$ cat config.mk
export PLATFORM = sky130hd
export DESIGN_NAME = bfly_addr_gen
export DESIGN_NICKNAME = d
export VERILOG_FILES = /design/src/rtl/bag_pkg.sv /design/src/rtl/bag_rotor.sv /design/src/rtl/bag_seq.sv /design/src/rtl/bfly_addr_gen.sv
export SDC_FILE = /design/constraint.sdc
export NUM_CORES = 1
export LEC_CHECK = 0
export ABC_AREA = 1
export BUFFER_PORTS_ARGS = -buffer_cell sky130_fd_sc_hd__buf_2
export CELL_PAD_IN_SITES_DETAIL_PLACEMENT = 0
export CELL_PAD_IN_SITES_GLOBAL_PLACEMENT = 2
export CORE_MARGIN = 2
export CORE_UTILIZATION = 37
export CTS_CLUSTER_SIZE = 8
export DETAILED_ROUTE_END_ITERATION = 10
export PLACE_DENSITY_LB_ADDON = 0.1
export SLEW_MARGIN = 20
export SYNTH_ARGS = -nofsm -noshare
export SYNTH_HDL_FRONTEND = slang
export SYNTH_HIERARCHICAL = 1
export SYNTH_SLANG_ARGS = --single-unit
export TNS_END_PERCENT = 30
$ cat constraint.sdc
create_clock -name clk -period 6.1 [get_ports clk]
set_clock_uncertainty 0.2 [all_clocks]
set_input_delay 1.22 -clock clk [delete_from_list [all_inputs] [get_ports clk]]
set_output_delay 1.22 -clock clk [all_outputs]
set_load 0.1 [all_outputs]
$ cat src/rtl/bag_pkg.sv
package bag_pkg;
  typedef enum logic [1:0] {
    ST_IDLE,
    ST_LOAD,
    ST_ISSUE,
    ST_FINISH
  } bag_state_e;
endpackage

$ cat src/rtl/bag_rotor.sv
module bag_rotor #(
  parameter int AW = 10,
  parameter int PW = 4
) (
  input  logic [AW-1:0] val,
  input  logic [PW-1:0] width_n,
  input  logic [PW-1:0] amt,
  output logic [AW-1:0] rotated
);
  localparam int DW = 2 * AW;

  logic [DW-1:0] dbl;
  logic [DW-1:0] mask;

  always_comb begin
    dbl     = ({{AW{1'b0}}, val} << width_n) | {{AW{1'b0}}, val};
    dbl     = dbl >> amt;
    mask    = ({{(DW-1){1'b0}}, 1'b1} << width_n) - {{(DW-1){1'b0}}, 1'b1};
    rotated = dbl[AW-1:0] & mask[AW-1:0];
  end
endmodule

$ cat src/rtl/bag_seq.sv
module bag_seq
  import bag_pkg::*;
#(
  parameter int MIN_POW = 3,
  parameter int MAX_POW = 10,
  parameter int AW      = MAX_POW,
  parameter int PW      = $clog2(MAX_POW + 1),
  parameter int IW      = $clog2(2 * MAX_POW - 1)
) (
  input  logic          clk,
  input  logic          rst,
  input  logic          start,
  input  logic [PW-1:0] pow,
  output logic          issue,
  output logic [AW-1:0] cnt_lo,
  output logic [AW-1:0] cnt_hi,
  output logic [PW-1:0] rot_amt,
  output logic [PW-1:0] pow_q,
  output logic [IW-1:0] iter,
  output logic          done
);
  bag_state_e   state;
  logic [AW-1:0] half;
  logic [AW-1:0] lo_last;
  logic [IW-1:0] pow_iw;
  logic [IW-1:0] iter_last;
  logic [IW-1:0] rot_next;
  logic          pow_ok;

  assign half      = {{(AW-1){1'b0}}, 1'b1} << (pow_q - {{(PW-1){1'b0}}, 1'b1});
  assign lo_last   = half - {{(AW-1){1'b0}}, 1'b1};
  assign pow_iw    = IW'(pow_q);
  assign iter_last = (pow_iw << 1) - IW'(2);
  assign rot_next  = (iter < pow_iw) ? iter : (iter_last - iter);
  assign pow_ok    = (pow >= PW'(MIN_POW)) && (pow <= PW'(MAX_POW));
  assign issue     = (state == ST_ISSUE);

  always_ff @(posedge clk) begin
    if (rst) begin
      state   <= ST_IDLE;
      cnt_lo  <= '0;
      cnt_hi  <= '0;
      rot_amt <= '0;
      pow_q   <= PW'(MIN_POW);
      iter    <= '0;
      done    <= 1'b0;
    end else begin
      done <= (state == ST_FINISH);
      case (state)
        ST_IDLE: begin
          if (start && pow_ok) begin
            pow_q <= pow;
            iter  <= '0;
            state <= ST_LOAD;
          end
        end
        ST_LOAD: begin
          cnt_lo  <= '0;
          cnt_hi  <= half;
          rot_amt <= PW'(rot_next);
          state   <= ST_ISSUE;
        end
        ST_ISSUE: begin
          cnt_lo <= cnt_lo + {{(AW-1){1'b0}}, 1'b1};
          cnt_hi <= cnt_hi + {{(AW-1){1'b0}}, 1'b1};
          if (cnt_lo == lo_last) begin
            if (iter == iter_last) begin
              state <= ST_FINISH;
            end else begin
              iter  <= iter + {{(IW-1){1'b0}}, 1'b1};
              state <= ST_LOAD;
            end
          end
        end
        default: state <= ST_IDLE;
      endcase
    end
  end

  // the upper counter runs exactly half a frame ahead of the lower one
  p_counter_gap_r2: assert property (@(posedge clk) disable iff (rst)
    (state == ST_ISSUE) |-> ((cnt_hi - cnt_lo) == half));

  // a running schedule only ever holds a supported size
  p_size_range_r1: assert property (@(posedge clk) disable iff (rst)
    (state != ST_IDLE) |-> (pow_q >= PW'(MIN_POW) && pow_q <= PW'(MAX_POW)));

  // the latched size cannot change while busy
  p_busy_hold_r8: assert property (@(posedge clk) disable iff (rst)
    (state != ST_IDLE) |=> $stable(pow_q));

  // rotation never reaches the field width
  p_rot_bound_r3: assert property (@(posedge clk) disable iff (rst)
    (state == ST_ISSUE) |-> (rot_amt < pow_q));
endmodule

$ cat src/rtl/bfly_addr_gen.sv
module bfly_addr_gen #(
  parameter int MIN_POW = 3,
  parameter int MAX_POW = 10,
  parameter int AW      = MAX_POW,
  parameter int PW      = $clog2(MAX_POW + 1),
  parameter int IW      = $clog2(2 * MAX_POW - 1)
) (
  input  logic          clk,
  input  logic          rst,
  input  logic          start,
  input  logic [PW-1:0] pow,
  output logic [AW-1:0] bank0_addr,
  output logic [AW-1:0] bank1_addr,
  output logic          swap,
  output logic [IW-1:0] iter_idx,
  output logic          pair_valid,
  output logic          done
);
  localparam int LANES = 2;

  logic          issue;
  logic [AW-1:0] cnt_lo;
  logic [AW-1:0] cnt_hi;
  logic [PW-1:0] rot_amt;
  logic [PW-1:0] pow_q;
  logic [IW-1:0] iter;
  logic [AW-1:0] lane_in  [LANES];
  logic [AW-1:0] lane_out [LANES];
  logic          s_par;

  bag_seq #(
    .MIN_POW(MIN_POW), .MAX_POW(MAX_POW), .AW(AW), .PW(PW), .IW(IW)
  ) seq_i (
    .clk(clk), .rst(rst), .start(start), .pow(pow),
    .issue(issue), .cnt_lo(cnt_lo), .cnt_hi(cnt_hi),
    .rot_amt(rot_amt), .pow_q(pow_q), .iter(iter), .done(done)
  );

  assign lane_in[0] = cnt_lo;
  assign lane_in[1] = cnt_hi;

  for (genvar g = 0; g < LANES; g++) begin : g_lane
    bag_rotor #(.AW(AW), .PW(PW)) rot_i (
      .val(lane_in[g]), .width_n(pow_q), .amt(rot_amt), .rotated(lane_out[g])
    );
  end

  assign s_par = ^lane_out[0];

  always_ff @(posedge clk) begin
    if (rst) begin
      bank0_addr <= '0;
      bank1_addr <= '0;
      swap       <= 1'b0;
      iter_idx   <= '0;
      pair_valid <= 1'b0;
    end else begin
      pair_valid <= issue;
      if (issue) begin
        bank0_addr <= s_par ? lane_out[1] : lane_out[0];
        bank1_addr <= s_par ? lane_out[0] : lane_out[1];
        swap       <= s_par;
        iter_idx   <= iter;
      end
    end
  end

  // banks always receive opposite-parity addresses, even on bank 0
  p_bank_split_r5: assert property (@(posedge clk) disable iff (rst)
    pair_valid |-> (!(^bank0_addr) && (^bank1_addr)));

  // both addresses lie inside the active frame
  p_addr_range_r2: assert property (@(posedge clk) disable iff (rst)
    pair_valid |-> (((bank0_addr | bank1_addr) >> pow_q) == '0));

  // back-to-back pairs belong to the same iteration
  p_iter_hold_r4: assert property (@(posedge clk) disable iff (rst)
    (pair_valid && $past(pair_valid)) |-> (iter_idx == $past(iter_idx)));

  // done is a single-cycle pulse that follows a pair
  p_done_pulse_r7: assert property (@(posedge clk) disable iff (rst)
    done |=> !done);
  p_done_follow_r7: assert property (@(posedge clk) disable iff (rst)
    done |-> (!pair_valid && $past(pair_valid)));
endmodule

**Yosys cells after proc, flatten, opt, wreduce, memory -nomap -nowiden**

Index checks and enable logic that the tools add are counted.

- Input port bits: 7
- Register bits after elaboration: 63
- Logic and storage cells: 63

- Magnitude comparators: 3
- Mux-type cells: 13
- $add $sub $neg: 8
- Equality and inequality tests: 8
- Bitwise gates (word level): 4
- Reduce and logical (&&, ||, !) cells: 9
- Shift-type cells: 6

Operators by type and width:

| operator | count |
|---|---|
| bitwise OR 20 x 10 -> 20 bit | 2 |
| case mux 10 bit (2 select lines) | 2 |
| left shift 10 x 4 -> 20 bit | 2 |
| right shift 20 x 4 -> 10 bit | 2 |
| adder 10 x 1 -> 10 bit (second input constant) | 2 |
| bitwise AND 10 bit | 2 |
| 2-to-1 mux 10 bit | 2 |
| left shift 1 x 4 -> 10 bit (first input constant) | 2 |
| subtractor 10 x 1 -> 10 bit (second input constant) | 2 |
| 2-to-1 mux 5 bit | 3 |
| == test 10 bit | 1 |
| case mux 5 bit (2 select lines) | 1 |
| parity 10 bit | 1 |
| 2-to-1 mux 2 bit | 3 |
| case mux 2 bit (3 select lines) | 1 |
| adder 5 x 1 -> 5 bit (second input constant) | 1 |
| == test 5 bit | 1 |
| less-than comparator 5 x 4 -> 1 bit | 1 |
| subtractor 5 x 2 -> 5 bit (second input constant) | 1 |
| == test 2 bit (second input constant) | 2 |
| >= comparator 4 x 2 -> 1 bit (second input constant) | 1 |
| less-or-equal comparator 4 bit (second input constant) | 1 |
| 2-to-1 mux 4 bit | 1 |
| != test 2 x 1 -> 1 bit (second input constant) | 2 |
| 9 further kinds | 12 |

**Logic depth before layout (Yosys ltp)**

- Word-level depth: 6
- Mapped depth: 27
- Depth with buffers taken out: 24

**Cells and area by module**

The synthesis kept the hierarchy.

Modules (own cells, without submodules):

| module | sequential area each (µm²) | times used | cells each | area each (µm²) |
|---|---|---|---|---|
| bag_rotor | 0.0 | 2 | 311 | 1,671.6 |
| bag_seq | 720.7 | 1 | 403 | 2,700.1 |
| bfly_addr_gen | 540.5 | 1 | 240 | 1,520.2 |

**Least setup slack after synthesis**

Ideal clock, no wire load.

- Path kind: register to register
- From: reg seq_i.pow_q[2]
- To: reg bank1_addr[1]
- Data arrival time: 2.486 ns
- Setup time: 0.132 ns
- Path slack: 3.282 ns
- Cell stages (with the launch flop): 22
- Path through: dfxtp_1 -> inv_2 -> buf_2 -> nand2_1 -> nor2_1 -> inv_1 -> ha_1 -> o21ai_0 -> a32o_1 -> a21oi_1 -> inv_2 -> nand2_1 -> nand2_2 -> nand2_2 -> nand2_1 -> nand2_2 -> nand2_1 -> nand2_2 -> buf_6 -> nand3_1 -> nand3_1 -> a21oi_1

RTL lines:

| element | line | text |
|---|---|---|
| start: declaration | bag_seq.sv:18 | `output logic [PW-1:0] pow_q,` |
| start signal: assignment | bag_seq.sv:44 | `pow_q <= PW'(MIN_POW);` |
| start signal: assignment | bag_seq.sv:52 | `pow_q <= pow;` |
| end signal: assignment | bfly_addr_gen.sv:61 | `bank1_addr <= s_par ? lane_out[0] : lane_out[1];` |
| end: declaration | bfly_addr_gen.sv:13 | `output logic [AW-1:0] bank1_addr,` |

==> flow_summary.ini <==
[outcome]
status = finished, final reports clean

[finish]
fin_area_um2 = 8069
seqCellArea_um2 = 1264
area_growth_pct = 6.683
fill_cells = 2280
nNetsFinal = 1289
drive_above_1_share = 0.1708
multi_input_area_um2 = 5396
antennaDiodeCount = 0

[synth]
synth_top_area_share = 0.2144
synth_top_flop_cell = dfxtp_1
synth_edf_count = 0
syn-num-nets = 1294
yosysSeqAreaShare = 0.1667
netlist_area_um2 = 7564
avgSynthCellArea_um2 = 5.979
ys_warn_count = 6
async_flop_share = 0
synth.area.top_cells = nand3_1 (21%), dfxtp_1 (17%), nand2_1 (16%)
yosysTopAreaCell = nand3_1
synth-seq-cells = 63
yosysUniqueCellTypes = 38
syn_inst = 1265

[critical_path]
critical_path_arrival_ns = 4.42
cpMostUsedCell = nand3_1
cp.required_ns = 6.19
path_class = reg -> reg
crit_buf_inv = 2
critPathMaxStageDelay_ns = 0.92
slowest_stage = dfxtp_1
start_kind = register
cpLargestDelayFamily = simple AND/OR/NAND/NOR gates
crit_chain = inv_4, nand2_2, nand3_2, nand3_1, nand3_1, nand3_1, nand3_1, nand3_1, nand3_1, a21oi_1, inv_2, nand2_1, nand2_1, nand2_1, nand2_1, nand2_1, nand3_1, nand3_1, nand3_1, a21oi_1
critPathMaxFanout = 21
crit_path_end_kind = register

[cts]
cts_setup_buffers = 0
cts.clk_slew.worst_paths_ns = 0.06
cts_sinks = 63
htreeDepth = 3
clk_latency_ns = 0.35
cts_tree = done
root_buffer = clkbuf_16
cts_resized = 0
ctsHoldBuffers = 0
cts_buffers = 9
cts_buffer_depth = 2

[floorplanning]
rows = 52
core_um2 = 20170
start_util = 0.3750
die_w_um = 147.0
ios = 35
fp.dieH_um = 147.0
die-area_um2 = 21600

[placed_design]
postPlaceCellArea_um2 = 7741
io_buffer_count = 34
place_hpwl_mm = 19.60
place.gp.congestion = 0.8356

[global_route]
grt.overflow.total = 0
first_global_vias = 7950
grt_max_degree = 47
antenna_found_initial = 0
grt_pass1_wl_mm = 42.14
track_usage = 0.2439

[job]
cap_violations = 0

[power_and_ir_drop]
ir_worst_vdd_mv = 0.2390
p_per_area_nw_per_um2 = 461.3
p_leak_nw = 3.726

[routing]
drtPass1Iterations = 4
postRouteAntennaNets = 0
drt_iter0_markers = 515
viasPerCell = 5.364
drt_wl_total_mm = 25.69
num_vias = 8234
wl_per_cell_um = 16.73
drc = 0

[timing]
finalCriticalPeriod_ns = 4.339
setup-violations-final = 0
slew_viol_final = 0
period_share = 0.7113
maxSlewHeadroom = 0.3940
hold_viol_final = 0
grt_setup_unrepaired = false
fin_tns_setup_ns = 0
worst_pin_slew_ns = 0.9077
max_clock_freq_ghz = 0.2305
worst_hold_slack_ns = 0.2569

[hold_path]
hold_path.class = reg -> reg
tightest hold or removal path, cell delays in order (launching register included):
cell     delay [ns]
dfxtp_1        0.30
nand2_1        0.06
a21oi_1        0.05
worst paths after layout:
kind                                     start       endpoint  slack [ns]  depth (start not counted)
worst max-delay path            seq_i/pow_q[0]  bank1_addr[7]        1.76                         20
worst min-delay path               iter_idx[4]    iter_idx[4]        0.26                          2
worst max register to register  seq_i/pow_q[0]  bank1_addr[7]        1.76                         20
worst min register to register     iter_idx[4]    iter_idx[4]        0.26                          2
cell usage after synthesis (2+ instances only):
master    instances
nor2_1           54
nand3_2          50
dfxtp_1          63
buf_12            2
a21oi_2           7
inv_4             4
buf_6            14
inv_2            21
clkbuf_1         16
inv_1            97
buf_4             5
nand2_2          38
nor2_2           13
nor2_4            2
o211ai_1          6
nor3_1            6
ha_1             21
xnor2_1           2
a21oi_1          80
buf_1             2
a32o_1            2
nor4_1            2
a31oi_1           5
clkinv_1          8
o221ai_1          3
nand2_4          17
nand3_1         324
o21ai_0          25
buf_2            21
nand2_1         321
nand4_1          12
xor2_1           10
nand3_4           2
nor3b_1           6
metal layers:
layer | share of wire | up-vias | track usage
li1 | - | 4220 | -
met2 | 0.47 | 152 | 0.4070
met4 | 0.024 | 0 | 0.07933
met5 | 0 | - | 0
met1 | 0.48 | 3824 | 0.3266
met3 | 0.027 | 38 | 0.03261
through the flow:
step,power (mW),worst slack (ns),instances,util
3_3_place_gp,3.154,1.831,1519,0.3838
3_5_place_dp,3.133,1.817,1519,0.3838
4_1_cts,3.735,1.808,1535,0.4001
6_report,3.723,1.761,1535,0.4001
2_1_floorplan,2.741,3.282,1265,-
5_1_grt,4.096,1.276,1535,0.4001
flip-flops by register name (all words and copies together) (netlist names):
signal / count
pair_valid: 1
seq_i/iter: 5
seq_i/done: 1
iter_idx: 5
bank1_addr: 10
seq_i/pow_q: 4
seq_i/cnt_hi: 10
seq_i/rot_amt: 4
seq_i/state: 2
swap: 1
bank0_addr: 10
seq_i/cnt_lo: 10
power by group:
group | total (mW) | switching [mW] | internal (mW)
Clock | 0.587 | 0.224 | 0.363
Sequential | 0.545 | 0.0767 | 0.468
Combinational | 2.59 | 1.81 | 0.776
Total | 3.72 | 2.12 | 1.61
logic make-up (layout without fill, tap and decap cells):
group,after synthesis,after routing,share of synthesized area
simple gates,848,848,0.5643
buf+inv,190,190,0.1198
compound gates,129,129,0.09479
flops,63,63,0.1667
fa+ha+maj,22,22,0.03739
xor+xnor,13,13,0.01704
cell type report:
class	count	area share
Inverter	130	0.06172
Clock buffer	9	0.02791
Multi-Input combinational cell	1012	0.6688
Tap cell	270	0.04187
Sequential cell	63	0.1566
Timing Repair Buffer	44	0.03039
Clock inverter	7	0.01272
cells in the final DEF (no fill, tap or decap), types with 8 or more instances in the layout:
cell type and instances:
ha_1 21, inv_2 21, nand3_1 324, buf_4 10, clkbuf_16 9, nand2_1 321, buf_2 34, nand2_4 17
nor2_1 54, o21ai_0 25, dfxtp_1 61, clkinv_1 8, inv_1 97, nand3_2 50, nand2_2 38, a21oi_1 80
nand4_1 12, xor2_1 10, nor2_2 13
Power figures use the tool's default switching activity.
